### src/rtl/pll_seq_pkg.sv
// Package: shared widths, field positions, register selects and the
// configuration record used by the PLL lock status sequencer.
// Assumes a 32-bit register word and two channels with identical layout.
package pll_seq_pkg;

    localparam int REG_W   = 32;
    localparam int ADDR_W  = 2;
    localparam int DIV_W   = 8;
    localparam int CNT_W   = 6;
    localparam int RNG_W   = 2;
    localparam int MUL_W   = 11;
    localparam int EXT_W   = 2;

    // Field positions; the fields are packed low to high with no gaps
    localparam int DIV_LSB = 0;
    localparam int CNT_LSB = DIV_LSB + DIV_W;
    localparam int RNG_LSB = CNT_LSB + CNT_W;
    localparam int MUL_LSB = RNG_LSB + RNG_W;
    localparam int EXT_LSB = 28;

    // Effective multiply output carries multiplier+1, one bit wider
    localparam int MEFF_W  = MUL_W + 1;

    typedef enum logic [ADDR_W-1:0] {
        SEL_CH_A = 2'd0,
        SEL_CH_B = 2'd1,
        SEL_STAT = 2'd2,
        SEL_NONE = 2'd3
    } reg_sel_e;

    typedef struct packed {
        logic [EXT_W-1:0] ext;
        logic [MUL_W-1:0] mul;
        logic [RNG_W-1:0] rng;
        logic [CNT_W-1:0] cnt;
        logic [DIV_W-1:0] div;
    } pll_cfg_t;

    // Place a configuration record into its register word; spare bits are 0
    function automatic logic [REG_W-1:0] word_from_cfg(input pll_cfg_t c);
        logic [REG_W-1:0] w;
        w = '0;
        w[DIV_LSB +: DIV_W] = c.div;
        w[CNT_LSB +: CNT_W] = c.cnt;
        w[RNG_LSB +: RNG_W] = c.rng;
        w[MUL_LSB +: MUL_W] = c.mul;
        w[EXT_LSB +: EXT_W] = c.ext;
        return w;
    endfunction

endpackage

### src/rtl/pll_lock_timer.sv
// Module: per-channel lock countdown on the slow-clock tick.
// A load restarts the count and drops the lock flag. Each tick while busy
// either decrements or, at zero, ends the wait and raises the flag if the
// channel runs. A load has priority over a tick in the same cycle.
// Assumes tick is a one-cycle enable in the clk domain.
module pll_lock_timer #(
    parameter int CNT_W = 6
) (
    input  logic             clk,
    input  logic             rst_n,
    input  logic             tick,
    input  logic             load,
    input  logic [CNT_W-1:0] load_cnt,
    input  logic             en_lock,
    output logic             lock,
    output logic             busy
);

    logic [CNT_W-1:0] cnt_q;
    logic             busy_q;
    logic             lock_q;

    // Countdown, busy and lock state; load wins over tick
    always_ff @(posedge clk) begin
        if (!rst_n) begin
            cnt_q  <= '0;
            busy_q <= 1'b0;
            lock_q <= 1'b0;
        end else if (load) begin
            cnt_q  <= load_cnt;
            busy_q <= 1'b1;
            lock_q <= 1'b0;
        end else if (tick && busy_q) begin
            if (cnt_q == '0) begin
                busy_q <= 1'b0;
                lock_q <= en_lock;
            end else begin
                cnt_q <= cnt_q - 1'b1;
            end
        end
    end

    assign lock = lock_q;
    assign busy = busy_q;

    AST_LOAD_DROPS_LOCK: assert property (@(posedge clk) disable iff (!rst_n)
        load |=> (!lock_q && busy_q));
    AST_LOCK_RISES_ON_TICK: assert property (@(posedge clk) disable iff (!rst_n)
        $rose(lock_q) |-> $past(tick));
    AST_IDLE_HOLDS_STATE: assert property (@(posedge clk) disable iff (!rst_n)
        (!tick && !load) |=> ($stable(cnt_q) && $stable(lock_q)));
    AST_RESTART_TAKES_NEW: assert property (@(posedge clk) disable iff (!rst_n)
        load |=> (cnt_q == $past(load_cnt)));
    AST_NO_LOCK_WHILE_BUSY: assert property (@(posedge clk) disable iff (!rst_n)
        busy_q |-> !lock_q);

endmodule

### src/rtl/pll_chan.sv
// Module: one PLL channel. It holds the configuration word, decides
// whether the setting runs the channel and derives the effective factors,
// and drives a lock countdown timer.
// HAS_SRC selects the variant: 1 keeps only the source-select bit of the
// extra field and requires it set, 0 keeps the full 2-bit divider select.
module pll_chan
    import pll_seq_pkg::*;
#(
    parameter bit HAS_SRC = 1'b0
) (
    input  logic              clk,
    input  logic              rst_n,
    input  logic              tick,
    input  logic              wr,
    input  pll_cfg_t          wcfg,
    output pll_cfg_t          cfg,
    output logic              lock,
    output logic [MEFF_W-1:0] mul_eff,
    output logic [DIV_W-1:0]  div_eff
);

    localparam logic [DIV_W-1:0] DIV_MIN = DIV_W'(2);

    pll_cfg_t         cfg_q;
    logic [EXT_W-1:0] ext_mask;
    logic             src_ok;
    logic             active;
    logic             busy;

    // Variant: source-select bit gate versus plain divider select
    generate
        if (HAS_SRC) begin : g_src
            assign ext_mask = 2'b10;
            assign src_ok   = cfg_q.ext[1];
        end else begin : g_sel
            assign ext_mask = 2'b11;
            assign src_ok   = 1'b1;
        end
    endgenerate

    // Configuration storage, masked to the bits this variant keeps
    always_ff @(posedge clk) begin
        if (!rst_n) begin
            cfg_q <= '0;
        end else if (wr) begin
            cfg_q     <= wcfg;
            cfg_q.ext <= wcfg.ext & ext_mask;
        end
    end

    // Run decision and effective factors, zeroed when the channel is stopped
    always_comb begin
        active  = (cfg_q.mul != '0) && (cfg_q.div >= DIV_MIN) && src_ok;
        mul_eff = active ? ({1'b0, cfg_q.mul} + 1'b1) : '0;
        div_eff = active ? cfg_q.div : '0;
    end

    pll_lock_timer #(
        .CNT_W (CNT_W)
    ) u_timer (
        .clk      (clk),
        .rst_n    (rst_n),
        .tick     (tick),
        .load     (wr),
        .load_cnt (wcfg.cnt),
        .en_lock  (active),
        .lock     (lock),
        .busy     (busy)
    );

    assign cfg = cfg_q;

    AST_LOCK_ONLY_WHEN_RUNNING: assert property (@(posedge clk) disable iff (!rst_n)
        lock |-> active);
    AST_LOCK_HAS_FACTORS: assert property (@(posedge clk) disable iff (!rst_n)
        lock |-> ((mul_eff >= MEFF_W'(2)) && (div_eff >= DIV_MIN)));
    AST_STOP_DIVIDER: assert property (@(posedge clk) disable iff (!rst_n)
        (cfg_q.div < DIV_MIN) |-> (!lock && div_eff == '0));
    AST_BUSY_NO_LOCK: assert property (@(posedge clk) disable iff (!rst_n)
        busy |-> !lock);

endmodule

### src/rtl/pll_reg_decode.sv
// Module: register decode. It turns a write into at most one channel
// strobe and muxes the read data. The status select and the unused select
// never produce a strobe. Reads are purely combinational.
module pll_reg_decode
    import pll_seq_pkg::*;
(
    input  logic              clk,
    input  logic              rst_n,
    input  logic              wr_en,
    input  logic [ADDR_W-1:0] addr,
    input  logic [REG_W-1:0]  word_a,
    input  logic [REG_W-1:0]  word_b,
    input  logic              lock_a,
    input  logic              lock_b,
    output logic              wr_a,
    output logic              wr_b,
    output logic [REG_W-1:0]  rd_data
);

    reg_sel_e sel;

    // Write strobes per channel
    always_comb begin
        sel  = reg_sel_e'(addr);
        wr_a = wr_en && (sel == SEL_CH_A);
        wr_b = wr_en && (sel == SEL_CH_B);
    end

    // Read mux: channel words, status word, zero elsewhere
    always_comb begin
        case (sel)
            SEL_CH_A: rd_data = word_a;
            SEL_CH_B: rd_data = word_b;
            SEL_STAT: rd_data = {{(REG_W-2){1'b0}}, lock_b, lock_a};
            default:  rd_data = '0;
        endcase
    end

    AST_ONE_STROBE: assert property (@(posedge clk) disable iff (!rst_n)
        $onehot0({wr_a, wr_b}));
    AST_STATUS_WRITE_IGNORED: assert property (@(posedge clk) disable iff (!rst_n)
        (wr_en && addr[1]) |-> (!wr_a && !wr_b));

endmodule

### src/rtl/pll_lock_seq.sv
// Module: top of the PLL lock status sequencer. It splits the write word
// into fields, feeds two channel instances (A with source-select gate, B
// with USB divider select) and the register decode, and drives the outputs.
// Assumes slow_tick is already a one-cycle enable in the clk domain.
module pll_lock_seq
    import pll_seq_pkg::*;
(
    input  logic              clk,
    input  logic              rst_n,
    input  logic              slow_tick,
    input  logic              wr_en,
    input  logic [ADDR_W-1:0] addr,
    input  logic [REG_W-1:0]  wr_data,
    output logic [REG_W-1:0]  rd_data,
    output logic              a_lock,
    output logic [MEFF_W-1:0] a_mul_eff,
    output logic [DIV_W-1:0]  a_div_eff,
    output logic [RNG_W-1:0]  a_range,
    output logic              b_lock,
    output logic [MEFF_W-1:0] b_mul_eff,
    output logic [DIV_W-1:0]  b_div_eff,
    output logic [RNG_W-1:0]  b_range,
    output logic [EXT_W-1:0]  b_usb_div
);

    pll_cfg_t        wcfg;
    pll_cfg_t        cfg_a;
    pll_cfg_t        cfg_b;
    logic            wr_a;
    logic            wr_b;
    logic [REG_W-1:0] word_a;
    logic [REG_W-1:0] word_b;
    logic [2:0]      wr_data_unused;

    // Field split of the incoming write word
    always_comb begin
        wcfg.div = wr_data[DIV_LSB +: DIV_W];
        wcfg.cnt = wr_data[CNT_LSB +: CNT_W];
        wcfg.rng = wr_data[RNG_LSB +: RNG_W];
        wcfg.mul = wr_data[MUL_LSB +: MUL_W];
        wcfg.ext = wr_data[EXT_LSB +: EXT_W];
    end
    assign wr_data_unused = {wr_data[REG_W-1 -: 2], wr_data[MUL_LSB+MUL_W]};

    pll_reg_decode u_dec (
        .clk     (clk),
        .rst_n   (rst_n),
        .wr_en   (wr_en),
        .addr    (addr),
        .word_a  (word_a),
        .word_b  (word_b),
        .lock_a  (a_lock),
        .lock_b  (b_lock),
        .wr_a    (wr_a),
        .wr_b    (wr_b),
        .rd_data (rd_data)
    );

    pll_chan #(.HAS_SRC(1'b1)) u_ch_a (
        .clk     (clk),
        .rst_n   (rst_n),
        .tick    (slow_tick),
        .wr      (wr_a),
        .wcfg    (wcfg),
        .cfg     (cfg_a),
        .lock    (a_lock),
        .mul_eff (a_mul_eff),
        .div_eff (a_div_eff)
    );

    pll_chan #(.HAS_SRC(1'b0)) u_ch_b (
        .clk     (clk),
        .rst_n   (rst_n),
        .tick    (slow_tick),
        .wr      (wr_b),
        .wcfg    (wcfg),
        .cfg     (cfg_b),
        .lock    (b_lock),
        .mul_eff (b_mul_eff),
        .div_eff (b_div_eff)
    );

    // Readback words and pass-through fields
    assign word_a    = word_from_cfg(cfg_a);
    assign word_b    = word_from_cfg(cfg_b);
    assign a_range   = cfg_a.rng;
    assign b_range   = cfg_b.rng;
    assign b_usb_div = cfg_b.ext;

    AST_WRITE_A_KEEPS_B: assert property (@(posedge clk) disable iff (!rst_n)
        (wr_a && b_lock && !slow_tick) |=> b_lock);
    AST_STATUS_WRITE_KEEPS_LOCKS: assert property (@(posedge clk) disable iff (!rst_n)
        (wr_en && addr[1] && !slow_tick) |=> ($stable(a_lock) && $stable(b_lock)));

endmodule

### config.mk
export PLATFORM = sky130hd
export DESIGN_NAME = pll_lock_seq
export DESIGN_NICKNAME = d
export VERILOG_FILES = /design/src/rtl/pll_seq_pkg.sv /design/src/rtl/pll_lock_timer.sv /design/src/rtl/pll_chan.sv /design/src/rtl/pll_reg_decode.sv /design/src/rtl/pll_lock_seq.sv
export SDC_FILE = /design/constraint.sdc
export NUM_CORES = 1
export LEC_CHECK = 0
export CAP_MARGIN = 0
export CORE_ASPECT_RATIO = 0.5
export CORE_MARGIN = 2
export CORE_UTILIZATION = 52
export CTS_CLUSTER_DIAMETER = 150
export DETAILED_ROUTE_END_ITERATION = 7
export PLACE_DENSITY = 0.82
export SYNTH_ARGS = -nofsm -noshare
export SYNTH_HDL_FRONTEND = slang
export SYNTH_SLANG_ARGS = --single-unit
### constraint.sdc
create_clock -name clk -period 3.8 [get_ports clk]
set_input_delay 0.57 -clock clk [delete_from_list [all_inputs] [get_ports clk]]
set_output_delay 0.57 -clock clk [all_outputs]
set_load 0.005 [all_outputs]
# Word-level counts from Yosys, hierarchy flattened
# Index checks and enable logic that the tools add are counted.
# word_totals
in_bits,38
out_inout_bits,80
register_bits,73
# op_classes
addsub,4
mux,17
n_eq_ne,4
magnitude_cmp,2
bitwise_logic,1
n_reduce_logical,24
# op_table
operator,n
$pmux 30 s3,1
$mux 6,6
$add 11x1->12 const B,2
$mux 12,2
$reduce_bool 11->1,2
$ge 8x2->1 const B,2
$mux 8,2
$logic_not 6->1,2
$reduce_and 2->1,6
$sub 6x1->6 const B,2
$reduce_bool 2->1,4
$logic_and 1x1->1,7
$mux 1,6
$ne 2x2->1 const B,2
$reduce_or 2->1,2
$eq 2x1->1 const B,1
$eq 2x2->1 const B,1
$logic_not 2->1,1
$not 1->1,1

# Logic depth before layout (Yosys ltp)
# Gate-level depths: netlist (run 1).
# depth
ltp_word,4
ltp_mapped,7
ltp_nobuf,6

# Cells and area by module
# From an unflattened synthesis (run 1), not the netlist that was laid out.
# unflattened
cells_unflattened,493
area_unflattened_um2,4506.8
# modules_own_cells
module,area_each_um2,n_inst,cells_per_inst
pll_chan (u_ch_a),1524.0,1,153
pll_chan (u_ch_b),1486.4,1,154
pll_lock_timer,464.2,2,55
pll_reg_decode,564.3,1,75
pll_lock_seq,3.8,1,1

# Worst setup path before layout (run 1)
# Ideal clock, no wire load.
# synth_timing
path_type,reg-to-output
startpoint,register u_ch_b.cfg_q (netlist bit u_ch_b.cfg[4])
endpoint,output b_mul_eff[10]
required_ns,3.230
setup_slack_ns,1.873
path_stages_with_launch,6
arrival_time_ns,1.357
path_cell_list,dfxtp_1 or4_4 nor4_4 nand2b_1 buf_6 nor2_1
# synth_between
elab_chain_cells,3
# synth_rtl
item,line_no,source
start: declaration,pll_chan.sv:24,pll_cfg_t cfg_q;
start signal: assignment,pll_chan.sv:46,cfg_q <= wcfg;
$ge 8x2->1,pll_chan.sv:53,active = (cfg_q.mul != '0) && (cfg_q.div >= DIV_MIN) && src_ok;
$logic_and 1x1->1,pll_chan.sv:53,
$mux 12,pll_chan.sv:54,"mul_eff = active ? ({1'b0, cfg_q.mul} + 1'b1) : '0;"
end: declaration,pll_lock_seq.sv:20,"output logic [MEFF_W-1:0] b_mul_eff,"
# Every way passes these cells.

# Worst setup path in the final report (run 1)
# layout_timing
startpoint,register u_ch_b.cfg_q (netlist bit u_ch_b.cfg[4])
endpoint,output b_mul_eff[4]
# The elaborated chain is that of the path after synthesis.

==> results of run 1 <==
-- Yosys cell counts, types with 2 or more instances --
cell                          n  share of area
sky130_fd_sc_hd__nand4_1      7          0.011
sky130_fd_sc_hd__dfxtp_1     73           0.36
sky130_fd_sc_hd__nor3_1       7         0.0086
sky130_fd_sc_hd__and2_1      19          0.029
sky130_fd_sc_hd__xnor2_1     15          0.032
sky130_fd_sc_hd__a211oi_1     3         0.0055
sky130_fd_sc_hd__or3_1        2         0.0031
sky130_fd_sc_hd__buf_2        8         0.0098
sky130_fd_sc_hd__nand2b_1     2         0.0031
sky130_fd_sc_hd__nor3b_1      2         0.0037
sky130_fd_sc_hd__clkbuf_1    25          0.023
sky130_fd_sc_hd__and2_2       2         0.0037
sky130_fd_sc_hd__mux2i_1     29          0.071
sky130_fd_sc_hd__and3_1       4         0.0061
sky130_fd_sc_hd__nor2b_1      3         0.0046
sky130_fd_sc_hd__nand3_1     14          0.017
sky130_fd_sc_hd__xor2_1       9          0.019
sky130_fd_sc_hd__o21ai_0     14          0.017
sky130_fd_sc_hd__nand4bb_1    2         0.0055
sky130_fd_sc_hd__nor2_1      52          0.048
sky130_fd_sc_hd__a21oi_1     76          0.093
sky130_fd_sc_hd__ha_1         8          0.024
sky130_fd_sc_hd__buf_4        9          0.017
sky130_fd_sc_hd__nor4_1       7          0.011
sky130_fd_sc_hd__inv_1        8         0.0073
sky130_fd_sc_hd__and4_1       2         0.0043
sky130_fd_sc_hd__nand2_1    130           0.12
-- cell type report --
class | instances | share of cell area
timing repair buffer | 121 | 0.2158
multi-input combinational | 424 | 0.4299
sequential | 73 | 0.2670
clock inverter | 2 | 0.006400
clock buffer | 14 | 0.05006
inverter | 9 | 0.006171
tap | 108 | 0.02469
-- final timing paths --
check	startpoint	endpoint	slack, ns	cells past startpoint
max	u_ch_b.cfg[4]	b_mul_eff[4]	0.65	5
min reg2reg	u_ch_a.cfg[12]	u_ch_a.cfg[12]	0.45	2
min	u_ch_a.cfg[12]	u_ch_a.cfg[12]	0.45	2
max reg2reg	u_ch_b.cfg[4]	u_ch_b.u_timer.lock	1.85	4
-- flip-flops by register name, summed over array words and instances (netlist names) --
name                  cells
u_ch_b.cfg               29
u_ch_a.cfg               28
u_ch_b.u_timer.busy       1
u_ch_a.u_timer.cnt_q      6
u_ch_b.u_timer.lock       1
u_ch_a.u_timer.busy       1
u_ch_a.u_timer.lock       1
u_ch_b.u_timer.cnt_q      6
-- report_power, final --
| group | total (mW) | switching [mW] | internal (mW) |
|---|---|---|---|
| logic | 0.258 | 0.137 | 0.121 |
| registers | 0.830 | 0.0351 | 0.795 |
| clock network | 0.867 | 0.306 | 0.561 |
-- kinds of logic after synthesis --
kind of cell,after synthesis,share of synthesized area
flip-flops,73,0.3573
adder cells (fa/ha/maj),8,0.02447
AND/OR/NAND/NOR,261,0.2952
multiplexers,30,0.07372
other,1,0.0009168
XOR/XNOR,24,0.05139
buffers and inverters,56,0.06913
AO/OA/AOI/OAI,98,0.1279
-- tightest hold or removal path, stage by stage, from the launching register on --
cell and delay, ns:
sky130_fd_sc_hd__dfxtp_1 0.30, sky130_fd_sc_hd__nand2_1 0.05, sky130_fd_sc_hd__a21oi_1 0.05
-- metrics by stage --
step / util / setup WS, ns / hold WS (ns) / std cells
2_1_floorplan: - / 1.873 / 0.4357 / 553
3_3_place_gp: 0.6898 / 1.044 / 0.4423 / 735
3_5_place_dp: 0.6898 / 0.9927 / 0.4456 / 735
4_1_cts: 0.7311 / 0.6370 / 0.4529 / 751
5_1_grt: 0.7311 / 0.4775 / 0.4658 / 751
6_report: 0.7311 / 0.6548 / 0.4520 / 751
-- per-layer routing --
metal | GRT usage | wire length (um) | up-vias
li1 | - | - | 2009
met1 | 0.3346 | 4934 | 1915
met2 | 0.4789 | 5634 | 146
met3 | 0.07149 | 707 | 18
met4 | 0.09409 | 208 | 0
met5 | 0 | 0 | -
==> results summary, run 1 <==
The count of H-tree levels built during CTS came out at 3. The routed length per placed instance is ~15 um. The detailed router's first-iteration violation count is around 280. The sequential fraction of the synthesis area came out at 0.3573.

The count of final max-slew check failures was 0. The floorplan step set the die width to around 130 um. The most used flip-flop cell after synthesis is sky130_fd_sc_hd__dfxtp_1.

The worst-case IR drop observed on VDD is 0.2693 mV. Each instance of the synthesized netlist takes up on average between 7 and 8 um2. The pin slew with the least headroom to its limit came out at 0.6997 ns. The number of antenna diodes is 0. The number of synthesized register bits came out at 73. Setup repair after global routing left no endpoint under its margin. The worst hold path belongs to the class reg2reg. The warning count from the yosys run is 0.

The number of clock buffers added by TritonCTS is 9. For this run, the top clock speed supported by timing is around 0.32 GHz. The count of port buffers added during placement came out at between 100 and 150. The final period utilization came out at 0.8277. The total chip power came out at 1.955 mW. The slowest stage of the critical path is the sky130_fd_sc_hd__or4_4 cell. The total track usage is 0.2752. The final instance area is ~5500 um2. The routed design could run at a clock period as short as around 3.1 ns. The number of detailed-routing iterations run before antenna repair is 4. The die covers about 8600 um2. The leakage power of the design came out at approximately 1.9 nW.

Synthesis produced a netlist whose cell count is roughly 550. In this run, synthesis inferred 0 flip-flops with an integrated enable. The share of async-settable or async-resettable flops after synthesis is 0.

The critical path goes through or4_4 > nor4_4 > nand2b_1 > nor2_1 > clkdlybuf4s50_1. The HPWL after detailed placement came out at 8.010 mm. The worst setup path is launched from a flip-flop. The count of vias placed by the detailed router is roughly 4,100.

By startpoint and endpoint, the worst setup path is classified as reg2out. The clock-pin slew of the registers on the worst-case setup and hold paths came out at 0.05 ns. The insertion delay to the later sink of the worst-skew pair is about 0.33 ns.

For this run, the slowest stage of the critical path takes 0.56 ns. The fill cell instance count of the final layout is 612. STA classifies the critical path endpoint as a primary output.

The number of DRC violations after detailed routing came out at 0. The count of instances resized after the clock tree is built is 0. The number of setup buffers added after CTS came out at 0. In this run the power density over the cells is ~360 nW/um2. The post-layout net count is 684. The height of the die came out at 66.72 um.

The clock sink total is 73. The buffer depth of the longest clock path came out at 2. The number of buffers inserted by hold repair at cts is 0. The TritonCTS clock tree is done.

The initial utilization of the core area, before any placement, comes to 0.5463. The most frequent standard cell in the layout excluding fill and tap cells is sky130_fd_sc_hd__nand2_1. Across the whole layout, storage elements account for roughly 1500 um2. The highest fanout seen on the critical path is 10. Setup violations remaining at the end of the flow were counted as 0. For this design the top-level I/O count stands at between 100 and 150. The via count of the first global-routing pass is roughly 3,700.

Counting both buffers and inverters, the worst setup path holds a total of 1. The run finished with clean final reports. In the final timing run, aggregate negative setup slack is 0 ns.

The gate family responsible for the most delay along the worst path is simple AND/OR/NAND/NOR gates. The final setup skew came out at ~0.0026 ns. Using the TritonRoute via totals, the vias-per-cell ratio works out to roughly 5.4. Summing every instance area after synthesis gives between 4000 and 5000 um2. The initial antenna violation count came out at 0. The number of distinct library cells after synthesis came out at between 40 and 50. The cell area after placement is 5165 um2. In this run the standard cell core region covers 7487 um2. Entering global routing, the biggest net connects between 40 and 50 pins. The signed area change from the synthesized netlist to the final layout is 33.83%. The total of max-cap violations is 0. The count of antenna-violating nets left after detailed routing is 0. Of the cells placed in the final design, the portion with a size suffix greater than 1 is 0.05288. The total overflow left after global routing is 0. The global placement routability congestion came out at about 0.9. The first-pass GRT wire length is approximately 18 mm. The headroom to the max-slew limit is 0.5335. In the layout the commonest cells are sky130_fd_sc_hd__nand2_1, sky130_fd_sc_hd__clkdlybuf4s50_1, sky130_fd_sc_hd__a21oi_1. The final layout contains routed wiring with a total length of 11.49 mm. The required time of the worst setup path came out at ~3.2 ns. The area occupied by multi-input gates is approximately 2400 um2. The final-report hold violation count came out at 0. The tree is rooted in a sky130_fd_sc_hd__clkbuf_16. At the worst endpoint, the arrival time is approximately 2.6 ns. In this run the core area contains 22 standard-cell rows.
Note: power is estimated with default switching activity, not from simulation.
==> run 2: changes to the inputs <==
--- a/config.mk
+++ b/config.mk
@@ -8,10 +8,10 @@
 export CAP_MARGIN = 0
 export CORE_ASPECT_RATIO = 0.5
 export CORE_MARGIN = 2
-export CORE_UTILIZATION = 52
+export CORE_UTILIZATION = 48
 export CTS_CLUSTER_DIAMETER = 150
 export DETAILED_ROUTE_END_ITERATION = 7
-export PLACE_DENSITY = 0.82
+export PLACE_DENSITY = 0.77
 export SYNTH_ARGS = -nofsm -noshare
 export SYNTH_HDL_FRONTEND = slang
 export SYNTH_SLANG_ARGS = --single-unit
==> constraint.sdc (replaced) <==
create_clock -name clk -period 3.22 [get_ports clk]
set_input_delay 0.483 -clock clk [delete_from_list [all_inputs] [get_ports clk]]
set_output_delay 0.483 -clock clk [all_outputs]
set_load 0.005 [all_outputs]
==> run 2 against run 1 <==
  * Non-clock buffer count rose by 3
  * Sequential power rose by 18%
  * Wire length rose by 2.6%
  * Die area is 7.9% higher
  * Worst setup slack got worse by 0.45 ns
  * Critical path depth did not move
  * Register-to-register slack lost 0.52 ns
  * Via count about the same
  * Clock power rose by 15%
  * First-iteration DRC count shrank 7.1%
  * Clock skew rose by 0.0020 ns
  * Critical endpoint is now b_mul_eff[8]
==> results summary, run 2 (same netlist as run 1, synthesis figures left out) <==
The flow ran to the end, and the final reports show no timing, DRC or antenna violations. Of the available clock period, the critical path in the final layout requires 0.9363. The via count of the first global-routing pass is 3,924 (+5.7%). The total of max-cap violations is 0 (unchanged). The power spent charging and discharging nets came out at 0.5673 mW (+19%). The total track usage is 0.2590 (-0.01616). The number of setup buffers added after CTS is 0 (unchanged). The number of clock buffers inserted by TritonCTS came out at 9 (unchanged). The post-layout net count is 687 (+0.44%). The pin count of the biggest net entering global routing came out at 32 (-26%). The final-report hold violation count was 0 (unchanged). The minimum clock period after layout is about 3 ns. The via density per instance is 5.406 (-0.70%). The peak supply drop came to 0.2766 mV (+2.7%). The part of the power in the clock network came to 0.437 (-0.006). Setup repair after global routing left no endpoint under its margin. The height of the die came out at 69.28 um (+3.8%).

The flip-flop count of the largest register, all copies and words added came out at 29 (unchanged). The number of antenna diodes is 0 (unchanged). The fraction of met2 tracks used by global routing was 0.4365 (-0.04244). The count of antenna-violating nets left after detailed routing came out at 0 (unchanged).

The switching part of the total came out at 0.2481 (+0.003845). The insertion delay to the later sink of the worst-skew pair is 0.33 ns (about the same). The required time of the worst setup path is 2.74 ns (-0.49 ns). The final setup TNS came out at 0 ns (unchanged).

The root buffer cell chosen for the clock tree is sky130_fd_sc_hd__clkbuf_16. The clock sink total came to 73 (unchanged). The number of buffers inserted by hold repair at cts came out at 0 (unchanged). The area of the die is 9321 um2 (+7.9%). The highest fanout seen on the critical path came out at 10 (unchanged). The smallest hold slack is 0.4531 ns (+0.001036 ns). The buffer depth of the longest clock path came out at 2 (unchanged).

The count of H-tree levels built during CTS is 3 (unchanged). The signed area change from the synthesized netlist to the final layout came out at 34.51%. The count of port buffers added during placement came to 111 (unchanged). The starting density of the core was 0.5022 (-0.04406).

The global placement routability congestion came out at 0.8849 (-1.6%). The fraction of power consumed by combinational cells is 0.135 (+0.003). The HPWL after detailed placement is 8.468 mm (+5.7%).

Leaving out fill and tap cells, the most frequent cell in the layout is sky130_fd_sc_hd__nand2_1. The arrival time of data at the critical path endpoint is 2.53 ns (-0.05 ns). The worst setup path is launched from a flip-flop. The leakage power of the design is 1.942 nW (+0.70%). The min-delay analysis places its worst path in the category reg2reg. The first-pass GRT wire length was 19.22 mm (+5.3%). The cell area after placement is 5205 um2 (+0.78%). The headroom to the max-slew limit is 0.5367 (+0.003140). Leaving out fill and tap cells, the most frequent cells in the layout are sky130_fd_sc_hd__nand2_1, sky130_fd_sc_hd__clkdlybuf4s50_1, sky130_fd_sc_hd__a21oi_1.

The proportion of power drawn by flip-flops and latches is 0.428 (+0.003). The initial antenna violation count came out at 0 (unchanged). The share of final-layout standard cells stronger than drive strength 1 is 0.05736 (+0.004487). The worst setup path is of the reg2out kind.

The count of instances resized after the clock tree is built was 0 (unchanged). The met1 track utilization from global routing came out at 0.3264 (-0.008225). The clock-pin slew of the registers on the worst-case setup and hold paths came out at 0.05 ns (about the same). The critical path capture point type is a primary output.

The routed length per placed instance was 15.57 um (+1.8%). The detailed router's first-iteration violation count is 263 (-7.1%). Static timing analysis puts the maximum clock frequency at ~0.33 GHz. The met3 usage in global routing came out at 0.05702 (-0.01447). The number of setup violations in the final report is 0 (unchanged). The pin slew with the least headroom to its limit came to 0.6950 ns (-0.004710 ns). The wire length after detailed routing came to 11.79 mm (+2.6%). The die width is 134.5 um (+4.0%).

TritonCTS built the clock tree. The most used routing layer is met2. The number of detailed-routing iterations run before antenna repair came to 4 (unchanged).

The area of the core region is 8144 um2 (+8.8%). The power per standard cell area came out at 415.6 nW/um2 (+16%). The I/O pin count came out at 118 (unchanged). The final setup skew came to 0.004578 ns (+0.002017 ns). The final instance area is 5502 um2 (+0.50%).

The total number of placement rows came out at 23 (+4.5%). The count of vias placed by the detailed router is 4,092 (+0.098%). The count of final max-slew check failures is 0 (unchanged). The number of DRC violations after detailed routing is 0 (unchanged). The global route total overflow is 0 (unchanged). The cell-internal power came to 1.719 mW (+16%).
-- run 2: cell count changes in the layout (fill, tap and decap cells not counted) --
cell,before,now
sky130_fd_sc_hd__buf_4,10,12
sky130_fd_sc_hd__clkbuf_1,2,1
sky130_fd_sc_hd__clkbuf_8,3,2
sky130_fd_sc_hd__buf_12,0,1
sky130_fd_sc_hd__clkinv_2,1,2
-- run 2: worst paths after layout --
kind         depth (start not counted)           from                  end  slack, ns
min reg2reg                          2  u_ch_b.cfg[8]        u_ch_b.cfg[8]       0.45
min                                  2  u_ch_b.cfg[8]        u_ch_b.cfg[8]       0.45
max                                  5  u_ch_b.cfg[4]         b_mul_eff[8]       0.21
max reg2reg                          4  u_ch_b.cfg[4]  u_ch_b.u_timer.lock       1.33
-- run 2: power groups by stage --
stage	Sequential [mW]	Clock [mW]	Combinational (mW)
floorplan	0.982	0	0.191
global placement	0.995	0	0.300
detailed placement	0.997	0	0.305
CTS	0.978	1.01	0.308
global route	0.984	1.06	0.340
finish	0.979	0.999	0.308
-- run 2: metal layers --
layer  vias to the layer above  routed length (um)  share of wire
li1                       2012                   -              -
met1                      1939                5054           0.43
met2                       117                5720           0.49
met3                        24                 771          0.065
met4                         0                 239          0.020
met5                         -                   0              0
-- run 2: final cells by class --
class / count / area [um2]
well taps: 112 / 140.1
clock inverters: 3 / 40.04
fillers: 726 / 2643
repair buffers: 124 / 1216
multi-input cells: 424 / 2354
clock buffers: 12 / 256.5
flip-flops and latches: 73 / 1461
inverters: 9 / 33.78
-- run 2: critical path, stage by stage, from the launching register on --
cell                              delay, ns
sky130_fd_sc_hd__dfxtp_1               0.33
sky130_fd_sc_hd__or4_4                 0.55
sky130_fd_sc_hd__nor4_4                0.27
sky130_fd_sc_hd__nand2b_1              0.47
sky130_fd_sc_hd__nor2_1                0.11
sky130_fd_sc_hd__clkdlybuf4s50_1       0.47
-- run 2: through the flow --
step,utilization,std cells,setup WS [ns],power [mW]
floorplan,-,553,1.380,1.173
global placement,0.6391,742,0.5868,1.296
detailed placement,0.6391,742,0.5301,1.302
CTS,0.6755,757,0.1690,2.293
global route,0.6755,757,0.04400,2.380
finish,0.6755,757,0.2050,2.287
